$ cat config.mk
export PLATFORM = sky130hd
export DESIGN_NAME = alarm_pair_match
export DESIGN_NICKNAME = d
export VERILOG_FILES = /design/src/rtl/alarm_unit_pkg.sv /design/src/rtl/alarm_regs.sv /design/src/rtl/alarm_slot.sv /design/src/rtl/alarm_pair_match.sv
export SDC_FILE = /design/constraint.sdc
export NUM_CORES = 1
export LEC_CHECK = 0
export ABC_AREA = 0
export BUFFER_PORTS_ARGS = -buffer_cell sky130_fd_sc_hd__buf_2
export CAP_MARGIN = 0
export CORE_MARGIN = 3
export CORE_UTILIZATION = 35
export CTS_BUF_LIST = sky130_fd_sc_hd__clkbuf_8
export CTS_CLUSTER_DIAMETER = 120
export CTS_CLUSTER_SIZE = 8
export DETAILED_ROUTE_END_ITERATION = 8
export GPL_ROUTABILITY_DRIVEN = 0
export RECOVER_POWER = 25
export SETUP_SLACK_MARGIN = 0.5
export SYNTH_ARGS = -nofsm -noshare
export SYNTH_HDL_FRONTEND = slang
export SYNTH_SLANG_ARGS = --single-unit
$ cat constraint.sdc
create_clock -name clk -period 2.2 [get_ports clk]
set_input_delay 0.11 -clock clk [delete_from_list [all_inputs] [get_ports clk]]
set_output_delay 0.11 -clock clk [all_outputs]
set_load 0.01 [all_outputs]
$ cat src/rtl/alarm_unit_pkg.sv
package alarm_unit_pkg;
  localparam int unsigned MIN_W  = 7;
  localparam int unsigned HOUR_W = 6;
  localparam int unsigned DOW_W  = 3;
  localparam int unsigned DAYS   = 7;
  localparam int unsigned ADDR_W = 3;
  localparam int unsigned DATA_W = 8;
  localparam int unsigned SLOTS  = 2;

  typedef logic [MIN_W-1:0]  bcd_min_t;
  typedef logic [HOUR_W-1:0] bcd_hour_t;
  typedef logic [DOW_W-1:0]  dow_t;
  typedef logic [DAYS-1:0]   day_mask_t;
  typedef logic [ADDR_W-1:0] reg_addr_t;
  typedef logic [DATA_W-1:0] reg_data_t;

  localparam reg_addr_t AD_WK_MIN  = 3'd0;
  localparam reg_addr_t AD_WK_HOUR = 3'd1;
  localparam reg_addr_t AD_WK_DAYS = 3'd2;
  localparam reg_addr_t AD_DY_MIN  = 3'd3;
  localparam reg_addr_t AD_DY_HOUR = 3'd4;
  localparam reg_addr_t AD_ENABLE  = 3'd5;
  localparam reg_addr_t AD_FLAGS   = 3'd6;

  localparam int unsigned SLOT_WEEK = 0;
  localparam int unsigned SLOT_DAY  = 1;

  function automatic logic clock_equal(bcd_min_t a_min, bcd_hour_t a_hour,
                                       bcd_min_t c_min, bcd_hour_t c_hour);
    return (a_min == c_min) && (a_hour == c_hour);
  endfunction

  function automatic logic day_selected(day_mask_t mask, dow_t dow);
    logic r;
    r = 1'b0;
    for (int i = 0; i < DAYS; i++)
      if (dow == dow_t'(i)) r = mask[i];
    return r;
  endfunction
endpackage

$ cat src/rtl/alarm_regs.sv
module alarm_regs
  import alarm_unit_pkg::*;
(
  input  logic             clk,
  input  logic             rst_n,
  input  logic             reg_we,
  input  reg_addr_t        reg_addr,
  input  reg_data_t        reg_wdata,
  input  logic [SLOTS-1:0] flag_vis,
  output reg_data_t        reg_rdata,
  output bcd_min_t         wk_min,
  output bcd_hour_t        wk_hour,
  output day_mask_t        wk_days,
  output bcd_min_t         dy_min,
  output bcd_hour_t        dy_hour,
  output logic [SLOTS-1:0] en,
  output logic [SLOTS-1:0] clr
);
  localparam int unsigned PAD_MIN  = DATA_W - MIN_W;
  localparam int unsigned PAD_HOUR = DATA_W - HOUR_W;
  localparam int unsigned PAD_DAYS = DATA_W - DAYS;
  localparam int unsigned PAD_SLOT = DATA_W - SLOTS;

  logic unused_wbit;
  assign unused_wbit = reg_wdata[DATA_W-1];

  always_ff @(posedge clk or negedge rst_n) begin
    if (!rst_n) begin
      wk_min  <= '0;
      wk_hour <= '0;
      wk_days <= '0;
      dy_min  <= '0;
      dy_hour <= '0;
      en      <= '0;
    end else if (reg_we) begin
      case (reg_addr)
        AD_WK_MIN:  wk_min  <= reg_wdata[MIN_W-1:0];
        AD_WK_HOUR: wk_hour <= reg_wdata[HOUR_W-1:0];
        AD_WK_DAYS: wk_days <= reg_wdata[DAYS-1:0];
        AD_DY_MIN:  dy_min  <= reg_wdata[MIN_W-1:0];
        AD_DY_HOUR: dy_hour <= reg_wdata[HOUR_W-1:0];
        AD_ENABLE:  en      <= reg_wdata[SLOTS-1:0];
        default: ;
      endcase
    end
  end

  genvar g;
  generate
    for (g = 0; g < SLOTS; g++) begin : g_clr
      assign clr[g] = reg_we && (reg_addr == AD_FLAGS) && !reg_wdata[g];
    end
  endgenerate

  always_comb begin
    case (reg_addr)
      AD_WK_MIN:  reg_rdata = {{PAD_MIN{1'b0}}, wk_min};
      AD_WK_HOUR: reg_rdata = {{PAD_HOUR{1'b0}}, wk_hour};
      AD_WK_DAYS: reg_rdata = {{PAD_DAYS{1'b0}}, wk_days};
      AD_DY_MIN:  reg_rdata = {{PAD_MIN{1'b0}}, dy_min};
      AD_DY_HOUR: reg_rdata = {{PAD_HOUR{1'b0}}, dy_hour};
      AD_ENABLE:  reg_rdata = {{PAD_SLOT{1'b0}}, en};
      AD_FLAGS:   reg_rdata = {{PAD_SLOT{1'b0}}, flag_vis};
      default:    reg_rdata = '0;
    endcase
  end

  // enable write takes effect at the next edge only
  a_r3_enable_write: assert property (@(posedge clk) disable iff (!rst_n)
    (reg_we && reg_addr == AD_ENABLE) |=> (en == $past(reg_wdata[SLOTS-1:0])));
endmodule

$ cat src/rtl/alarm_slot.sv
module alarm_slot
  import alarm_unit_pkg::*;
#(
  parameter bit USE_DAYS = 1'b1
) (
  input  logic      clk,
  input  logic      rst_n,
  input  logic      tick,
  input  bcd_min_t  now_min,
  input  bcd_hour_t now_hour,
  input  dow_t      now_dow,
  input  bcd_min_t  set_min,
  input  bcd_hour_t set_hour,
  input  day_mask_t set_days,
  input  logic      en,
  input  logic      clr,
  output logic      flag_vis
);
  logic day_ok;
  logic match_now;
  logic hit_q;
  logic flag_q;

  generate
    if (USE_DAYS) begin : g_week
      assign day_ok = day_selected(set_days, now_dow);
    end else begin : g_daily
      logic unused_day;
      assign unused_day = ^{set_days, now_dow};
      assign day_ok = 1'b1;
    end
  endgenerate

  assign match_now = clock_equal(set_min, set_hour, now_min, now_hour) && day_ok;

  always_ff @(posedge clk or negedge rst_n) begin
    if (!rst_n) hit_q <= 1'b0;
    else        hit_q <= tick && en && match_now;
  end

  always_ff @(posedge clk or negedge rst_n) begin
    if (!rst_n)      flag_q <= 1'b0;
    else if (!en)    flag_q <= 1'b0;
    else if (hit_q)  flag_q <= 1'b1;
    else if (clr)    flag_q <= 1'b0;
  end

  assign flag_vis = flag_q && en;

  a_r4_strobe_gates_hit: assert property (@(posedge clk) disable iff (!rst_n)
    !tick |=> !hit_q);
  a_r4_set_latency: assert property (@(posedge clk) disable iff (!rst_n)
    $rose(flag_q) |-> $past(tick, 2));
  a_r6_hit_beats_clear: assert property (@(posedge clk) disable iff (!rst_n)
    (hit_q && en) |=> flag_q);
  a_r5_clear_releases: assert property (@(posedge clk) disable iff (!rst_n)
    (flag_q && clr && !hit_q) |=> !flag_q);
  a_r9_sticky: assert property (@(posedge clk) disable iff (!rst_n)
    (flag_q && en && !clr) |=> flag_q);
  a_r3_disabled_empty: assert property (@(posedge clk) disable iff (!rst_n)
    !en |=> !flag_q);
endmodule

$ cat src/rtl/alarm_pair_match.sv
module alarm_pair_match
  import alarm_unit_pkg::*;
(
  input  logic        clk,
  input  logic        rst_n,
  input  logic        min_tick,
  input  logic [6:0]  now_min,
  input  logic [5:0]  now_hour,
  input  logic [2:0]  now_dow,
  input  logic        reg_we,
  input  logic [2:0]  reg_addr,
  input  logic [7:0]  reg_wdata,
  output logic [7:0]  reg_rdata,
  output logic        irq_week_n,
  output logic        irq_day_n
);
  bcd_min_t         wk_min, dy_min;
  bcd_hour_t        wk_hour, dy_hour;
  day_mask_t        wk_days;
  logic [SLOTS-1:0] en, clr, flag_vis;
  bcd_min_t         slot_min  [SLOTS];
  bcd_hour_t        slot_hour [SLOTS];

  alarm_regs u_regs (
    .clk(clk), .rst_n(rst_n),
    .reg_we(reg_we), .reg_addr(reg_addr), .reg_wdata(reg_wdata),
    .flag_vis(flag_vis), .reg_rdata(reg_rdata),
    .wk_min(wk_min), .wk_hour(wk_hour), .wk_days(wk_days),
    .dy_min(dy_min), .dy_hour(dy_hour),
    .en(en), .clr(clr)
  );

  assign slot_min[SLOT_WEEK]  = wk_min;
  assign slot_hour[SLOT_WEEK] = wk_hour;
  assign slot_min[SLOT_DAY]   = dy_min;
  assign slot_hour[SLOT_DAY]  = dy_hour;

  genvar s;
  generate
    for (s = 0; s < SLOTS; s++) begin : g_slot
      alarm_slot #(.USE_DAYS(s == SLOT_WEEK)) u_slot (
        .clk(clk), .rst_n(rst_n), .tick(min_tick),
        .now_min(now_min), .now_hour(now_hour), .now_dow(now_dow),
        .set_min(slot_min[s]), .set_hour(slot_hour[s]), .set_days(wk_days),
        .en(en[s]), .clr(clr[s]), .flag_vis(flag_vis[s])
      );
    end
  endgenerate

  assign irq_week_n = !flag_vis[SLOT_WEEK];
  assign irq_day_n  = !flag_vis[SLOT_DAY];

  // flag register read agrees with the interrupt pins
  a_r8_flag_read_port: assert property (@(posedge clk) disable iff (!rst_n)
    (reg_addr == AD_FLAGS) |-> (reg_rdata[1:0] == {!irq_day_n, !irq_week_n}));
endmodule

## Word level (Yosys, flattened, before mapping)

Cells that the tools add are included.
W data, S select, Z words.

- Bits in registers: 39
- Bits of input ports: 31
- Output and inout port bits: 10

- Equal/unequal tests: 18
- Muxes and demuxes: 14
- Reductions and logical operators: 24

Operator list:

| cell | number |
|---|---|
| $pmux W7 S7 | 1 |
| $eq A3 B3 Y1 const B | 6 |
| $eq A7 B7 Y1 | 2 |
| $mux W1 | 13 |
| $eq A3 B2 Y1 const B | 4 |
| $eq A6 B6 Y1 | 2 |
| $logic_and A1 B1 Y1 | 12 |
| $reduce_and A2 Y1 | 6 |
| $eq A3 B1 Y1 const B | 2 |
| $logic_not A3 Y1 | 2 |
| $ne A3 B1 Y1 const B | 2 |
| $logic_not A1 Y1 | 4 |

## Longest topological paths before layout

Gate-level depths: netlist of run 1.

- Depth in word-level cells: 10
- Gate-level depth with buffers: 6
- Depth with buffers taken out: 4

## Cells and area by module

Synthesis of run 1 repeated with hierarchy kept, for this count alone.

- Cells, all modules: 189
- Area, all modules: 2250.9 µm²

Modules (own cells, without submodules):

| module | times used | cells an instance | area each (µm²) | sequential area each (µm²) |
|---|---|---|---|---|
| alarm_regs | 1 | 130 | 1735.4 | 875.8 |
| alarm_slot at g_slot[0].u_slot | 1 | 34 | 287.8 | 50.0 |
| alarm_slot at g_slot[1].u_slot | 1 | 23 | 220.2 | 50.0 |
| alarm_pair_match | 1 | 2 | 7.5 | 0.0 |

## Worst setup path before layout of run 1

Ideal clock, no wire load.

- Path type: reg2reg
- From: reg u_regs.wk_hour[3]
- To: reg g_slot[0].u_slot.hit_q
- Setup time: 0.094 ns
- Data arrival time: 1.293 ns
- Data required time: 2.106 ns
- Path slack: 0.813 ns
- Stages on the path, launching flop included: 5
- Path through: dfrtp_1 -> xnor2_1 -> nand4_1 -> or4_1 -> a221oi_2

- Word-level cells in the longest chain between the ends: 4

RTL lines:

| element | RTL line | RTL |
|---|---|---|
| start: declaration | alarm_regs.sv:12 | `output bcd_hour_t wk_hour,` |
| start signal: assignment | alarm_regs.sv:38 | `AD_WK_HOUR: wk_hour <= reg_wdata[HOUR_W-1:0];` |
| $eq A6 B6 Y1 | alarm_unit_pkg.sv:30 | `return (a_min == c_min) && (a_hour == c_hour);` |
| $logic_and A1 B1 Y1 | alarm_unit_pkg.sv:30 |  |
| $logic_and A1 B1 Y1 | alarm_slot.sv:34 | `assign match_now = clock_equal(set_min, set_hour, now_min, now_hour) && day_ok;` |
| $logic_and A1 B1 Y1 | alarm_slot.sv:38 | `else hit_q <= tick && en && match_now;` |
| end signal: assignment | alarm_slot.sv:38 |  |
| end: declaration | alarm_slot.sv:21 | `logic hit_q;` |

No other way between the ends.
A chain may end at the register's enable or synchronous reset.

## Worst setup path after layout of run 1

- From: in reg_addr[1]
- To: reg u_regs.wk_days[4]

- Word-level cells in the longest chain between the ends: 2

RTL lines:

| element | RTL line | RTL |
|---|---|---|
| start: declaration | alarm_pair_match.sv:11 | `input logic [2:0] reg_addr,` |
| $eq A3 B2 Y1 | alarm_regs.sv:36 | `case (reg_addr)` |
| $reduce_and A2 Y1 (no source line) | - |  |
| end signal: assignment | alarm_regs.sv:39 | `AD_WK_DAYS: wk_days <= reg_wdata[DAYS-1:0];` |
| end: declaration | alarm_regs.sv:13 | `output day_mask_t wk_days,` |

No other way between the ends.

==> impl_results.md, run 1 <==
- WL/cell: 17.7 um
- Synthesized cell area: 2170 sq um
- Final Hold Viols: 0
- CTS HTree Levels: 2
- WHS Path Cells: 2
- Hpwl dp: 3880 um
- Top cell type by total area after synthesis: dfrtp_1
- Max-cap violations: 0
- Post-synth EDFFs: 0
- DR iter-0 viols: 80
- Top cells by count, synth: dfrtp_1 (39), mux2_2 (38), xnor2_1 (26), a22oi_1 (9), o21ai_0 (9)
- CTS root buf: clkbuf_8
- Drt drc: 0
- Reg2reg setup slack: 0.61 ns
- Hold path start: now_dow[0]
- HP Class: primary input to register
- Number of buffers created by CTS: 5
- Crit path capture type: register
- Routed Antenna Nets: 0
- Clock skew: 0.00290 ns
- Startpoint types: primary input
- Initial Util: 0.364
- # port buffers: 38
- Max Slew Vio Count: 0
- Tightest Pin Transition: 0.989 ns
- Worst Reg-to-Reg Cells: 4
- FF+latch area: roughly 1000 sq um
- Routed via count: between 1500 and 2000
- Syn-to-layout area delta: 15.0%
- Kind of critical path: primary input to register
- YS warnings: 0
- # rows: 28
- Grt total ovfl: 0
- Leak: 1.05 nW
- Worst hold endpoint: g_slot[0].u_slot.hit_q
- Yosys top cell area share: 0.450
- CTS sink cnt: 39
- Synth Flop Type: dfrtp_1
- Largest net degree at the start of global routing: 40
- Final worst slack: between 0.4 and 0.5 ns
- Synthesis-stage register bit count: 39
- Sequential fraction of the synthesis area: 0.450
- Async S/R FF share, synth: 1.00
- Area contributors post-synth: dfrtp_1 (45%), mux2_2 (20%), xnor2_1 (11%)
- Die width: between 80 and 90 um
- TNS Setup: 0 ns
- Period utilization: 0.812
- Max frequency: 560 MHz
- CTS tree: built
- DR vias/cell: 5.25
- Initial antenna violation count: 0
- Fraction of layout cells with a size suffix above 1: 0.379
- ANT cells: 0
- Die height: approximately 85 um
- Worst hold slack: 0.0597 ns
- Die ar.: 7180 sq um
- Tot GR Track Use: 0.157
- Multi-input gate area: ~1100 sq um
- Clk Latency, worst-skew pair: 0.29 ns
- Post-Syn Nets: 216
- Vias in the first global route: between 1500 and 2000
- Final wirelength: roughly 5300 um
- Num ports: 41
- Final Util: 0.419
- Count leader, synth: dfrtp_1
- CP Max Fanout: 10
- Filler cells: 626
- Worst IR Drop VDD: 0.329 mV
- Pwr/cell area: a little over 800 nW/um^2
- DRT Pass-1 Iters: 4
- First-pass GRT wire length: 8620 um
- Worst r2r src: u_regs.wk_hour[1]
- End of the worst register-to-register path: g_slot[0].u_slot.hit_q
- Post-CTS Repair Setup Buffers: 0
- Slew headroom: 0.340
- WP data required: 2.38 ns
- Final setup fails: 0
- Nets: around 250
- RSZ-0062 raised after global routing: no
- Total core area: 5960 sq um
- Synth cell types: 27
- Max Root-Sink Buffers: 2
- Post-CTS sizing: 0
- Syn avg cell area: approximately 12 sq um
- CP arrival: 1.97 ns
- Placement Setup Slack: 0.553 ns
- Status: finished, final reports clean
- Fin crit period: ~1.8 ns
- Clock-pin slew on the worst setup and hold paths: 0.07 ns
- Mapped Cells: between 150 and 200
kinds of logic after synthesis:
group                  count (synthesis)  synth area share
AO/OA/AOI/OAI                         28            0.0860
buffers and inverters                 12            0.0306
multiplexers                          42             0.227
AND/OR/NAND/NOR                       37            0.0993
flip-flops                            39             0.450
other                                  1           0.00173
XOR/XNOR                              26             0.105
state kept, by name, indices dropped and copies added (netlist names):
register / flops
u_regs.dy_min: 7
u_regs.wk_days: 7
u_regs.wk_min: 7
u_regs.dy_hour: 6
u_regs.wk_hour: 6
g_slot.u_slot.flag_q: 2
g_slot.u_slot.hit_q: 2
u_regs.en: 2
cells in the final DEF, fill, tap and decap left out, drive strengths merged:
cell type and instances:
a22oi 9, a31oi 3, nor2b 2, inv 4, mux4 2, nand3 7, nor2 5, mux2 38
xnor2 26, a221oi 1, o21a 4, conb 1, nor4 1, nand2b 3, o21ai 9, clkbuf 12
dlygate4sd3 1, and3 5, nand4 7, mux2i 2, or4 1, buf 34, nand2 6, dfrtp 39
a21oi 2
critical path: stages:
cell and delay, ns:
clkbuf_1 0.38, nor2b_1 0.58, and3_1 0.51, mux2_2 0.38
per-layer routing:
metal | GRT usage | vias to the layer above | wire length (um)
li1 | - | 741 | -
met1 | 0.210 | 785 | 2420
met2 | 0.252 | 39 | 2560
met3 | 0.0373 | 6 | 250
met4 | 0.0504 | 0 | 67
met5 | 0 | - | 0
through the flow:
stage          cells  total power [mW]  area (sq um)
5_1_grt          299              2.15          2490
3_5_place_dp     290              1.52          2400
4_1_cts          299              2.05          2510
2_1_floorplan    185              1.34          2170
3_3_place_gp     290              1.51          2400
6_report         299              2.02          2490
repair_timing:
action | 4_1_cts | 5_1_grt
hold buffers | 1 | 0
endpoints found under the setup margin | 0 | 0
endpoints found under the hold margin | 39 | 0
worst max path at each step:
stage | end | start | cells past startpoint | slack (ns)
6_report | u_regs.wk_days[4] | reg_addr[1] | 4 | 0.41
5_1_grt | reg_rdata[3] | reg_addr[1] | 5 | 0.28
4_1_cts | g_slot[0].u_slot.hit_q | u_regs.wk_hour[1] | 4 | 0.59
3_5_place_dp | u_regs.dy_hour[3] | reg_addr[0] | 4 | 0.55
3_3_place_gp | u_regs.dy_hour[3] | reg_addr[0] | 4 | 0.55
2_1_floorplan | g_slot[0].u_slot.hit_q | u_regs.wk_hour[3] | 4 | 0.81
where the power goes:
group	switching, mW	internal, mW
combinational	0.219	0.290
clock	0.244	0.281
sequential	0.132	0.859
total	0.594	1.43
layout make-up:
type	instances	share of cell area
Multi-Input combinational cell	134	0.446
Sequential cell	39	0.391
Timing Repair Buffer	40	0.0803
Clock buffer	7	0.0386
Tap cell	75	0.0376
Inverter	3	0.00452
Clock inverter	1	0.00151
(Power assumes the default switching activity.)
==> run 2: changes to the inputs <==
==> constraint.sdc (replaced) <==
create_clock -name clk -period 1.63 [get_ports clk]
set_input_delay 0.0815 -clock clk [delete_from_list [all_inputs] [get_ports clk]]
set_output_delay 0.0815 -clock clk [all_outputs]
set_load 0.01 [all_outputs]
==> impl_results.md, run 2 (synthesized netlist as in run 1, its figures left out) <==
- Status: finished, final reports clean
- Worst Reg-to-Reg Cells: 4
- Die height: ~85 um
- First-pass GRT wire length: 9450 um
- Worst r2r src: u_regs.wk_hour[0]
- Worst path slowest cell: or4_1
- Fraction of layout cells with a size suffix above 1: 0.510
- Nets: 276
- Routed Antenna Nets: 0
- Commonest non-fill, non-tap cell in the layout: dfrtp_1
- CTS root buf: clkbuf_8
- Max Root-Sink Buffers: 2
- Vias in the first global route: about 1700
- Total core area: 5960 sq um
- Max frequency: around 650 MHz
- # rows: 28
- HP Class: primary input to register
- Drt drc: 0
- Final wirelength: between 5000 and 6000 um
- End of the worst register-to-register path: g_slot[0].u_slot.hit_q
- TNS Setup: 0 ns
- Clock skew: about 0.012 ns
- Die ar.: 7180 sq um
- Routed via count: 1644
- CP top delay family: simple AND/OR/NAND/NOR gates
- Largest registers: u_regs.dy_min (7), u_regs.wk_days (7), u_regs.wk_min (7)
- Period utilization: 0.946
- Worst-path cell chain: xnor2_1 > nand4_1 > or4_1 > a221oi_2
- Placed cells: 300
- Clock-pin slew on the worst setup and hold paths: 0.07 ns
- Grt total ovfl: 0
- Crit path capture type: register
- CTS sink cnt: 39
- CP Max Fanout: 3
- Worst hold slack: 0.0327 ns
- CTS HTree Levels: 2
- DRT Pass-1 Iters: 4
- Final worst slack: 0.0875 ns
- DR iter-0 viols: 83
- Most frequent cells in the layout: dfrtp_1 (39), buf_2 (37), mux2_2 (34)
- Number of buffers created by CTS: 5
- Fin crit period: 1.54 ns
- Initial Util: 0.364
- CP max stage delay: 0.51 ns
- Kind of critical path: register to register
- Placement Setup Slack: between 0.1 and 0.15 ns
- Worst hold endpoint: g_slot[0].u_slot.hit_q
- Hpwl dp: 4220 um
- RSZ-0062 raised after global routing: yes
- Final Hold Viols: 0
- CP arrival: 1.75 ns
- # port buffers: 38
- WP buf/inv: 0
- Hold path start: now_dow[0]
- Die width: 84.7 um
- Final setup fails: 0
- Initial antenna violation count: 0
- Max Slew Vio Count: 0
- Slew headroom: 0.182
- WHS Path Cells: 2
- CTS tree: built
- Startpoint types: register
- Tot GR Track Use: 0.171
- Leak: roughly 1.2 nW
- WL/cell: 18.0 um
- Clk Latency, worst-skew pair: 0.30 ns
- PnR Total Power: ~2.9 mW
- Largest net degree at the start of global routing: 21
- Num ports: 41
- Tightest Pin Transition: 1.23 ns
- Final Non-Filler Cells: 320
- Pwr/cell area: 1030 nW/um^2
- Max-cap violations: 0
- Syn-to-layout area delta: 29.0%
- DR vias/cell: 5.14
- Worst IR Drop VDD: 0.433 mV
- WP data required: 1.84 ns
- Reg2reg setup slack: between 0.08 and 0.09 ns
- ANT cells: 0
-- run 2: stage by stage --
| stage | instance area, sq um | util |
|---|---|---|
| CTS | 2720 | 0.456 |
| finish | 2800 | 0.470 |
| floorplan | 2220 | - |
| detailed placement | 2510 | 0.422 |
| global route | 2800 | 0.470 |
| global placement | 2510 | 0.422 |
-- run 2: worst max path at each step --
stage,cells after the start,slack (ns),startpoint,end
floorplan,4,0.27,u_regs.wk_hour[2],g_slot[0].u_slot.hit_q
global placement,5,0.12,reg_addr[0],u_regs.wk_min[2]
detailed placement,4,0.12,u_regs.wk_hour[0],g_slot[0].u_slot.hit_q
CTS,4,0.08,u_regs.wk_hour[0],g_slot[0].u_slot.hit_q
global route,4,0.02,u_regs.wk_min[1],g_slot[0].u_slot.hit_q
finish,4,0.09,u_regs.wk_hour[0],g_slot[0].u_slot.hit_q
-- run 2: area by class of cell --
type / count / area, sq um
Sequential cell: 39 / 976
Clock inverter: 1 / 5.00
Fill cell: 577 / 3160
Timing Repair Buffer: 62 / 392
Multi-Input combinational cell: 134 / 1240
Tap cell: 75 / 93.8
Clock buffer: 6 / 82.6
Inverter: 3 / 11.3
-- run 2: where the power goes --
group	switching, mW	total [mW]	internal [mW]
sequential	0.172	1.33	1.16
clock	0.328	0.660	0.332
combinational	0.368	0.902	0.534
-- run 2: what timing repair did --
| action | in CTS | in global routing |
|---|---|---|
| endpoints found under the hold margin | 19 | 0 |
| hold buffers | 1 | 0 |
| buffers inserted | 9 | 3 |
| setup endpoints to repair | 16 | 10 |
| cloned | 0 | 0 |
| pin swaps | 9 | 3 |
| resized for setup | 12 | 11 |
-- run 2: metal layers --
layer / track usage / share of wire
met5: 0 / 0
met4: 0.0432 / 0.011
met3: 0.0402 / 0.048
met2: 0.268 / 0.48
met1: 0.238 / 0.46
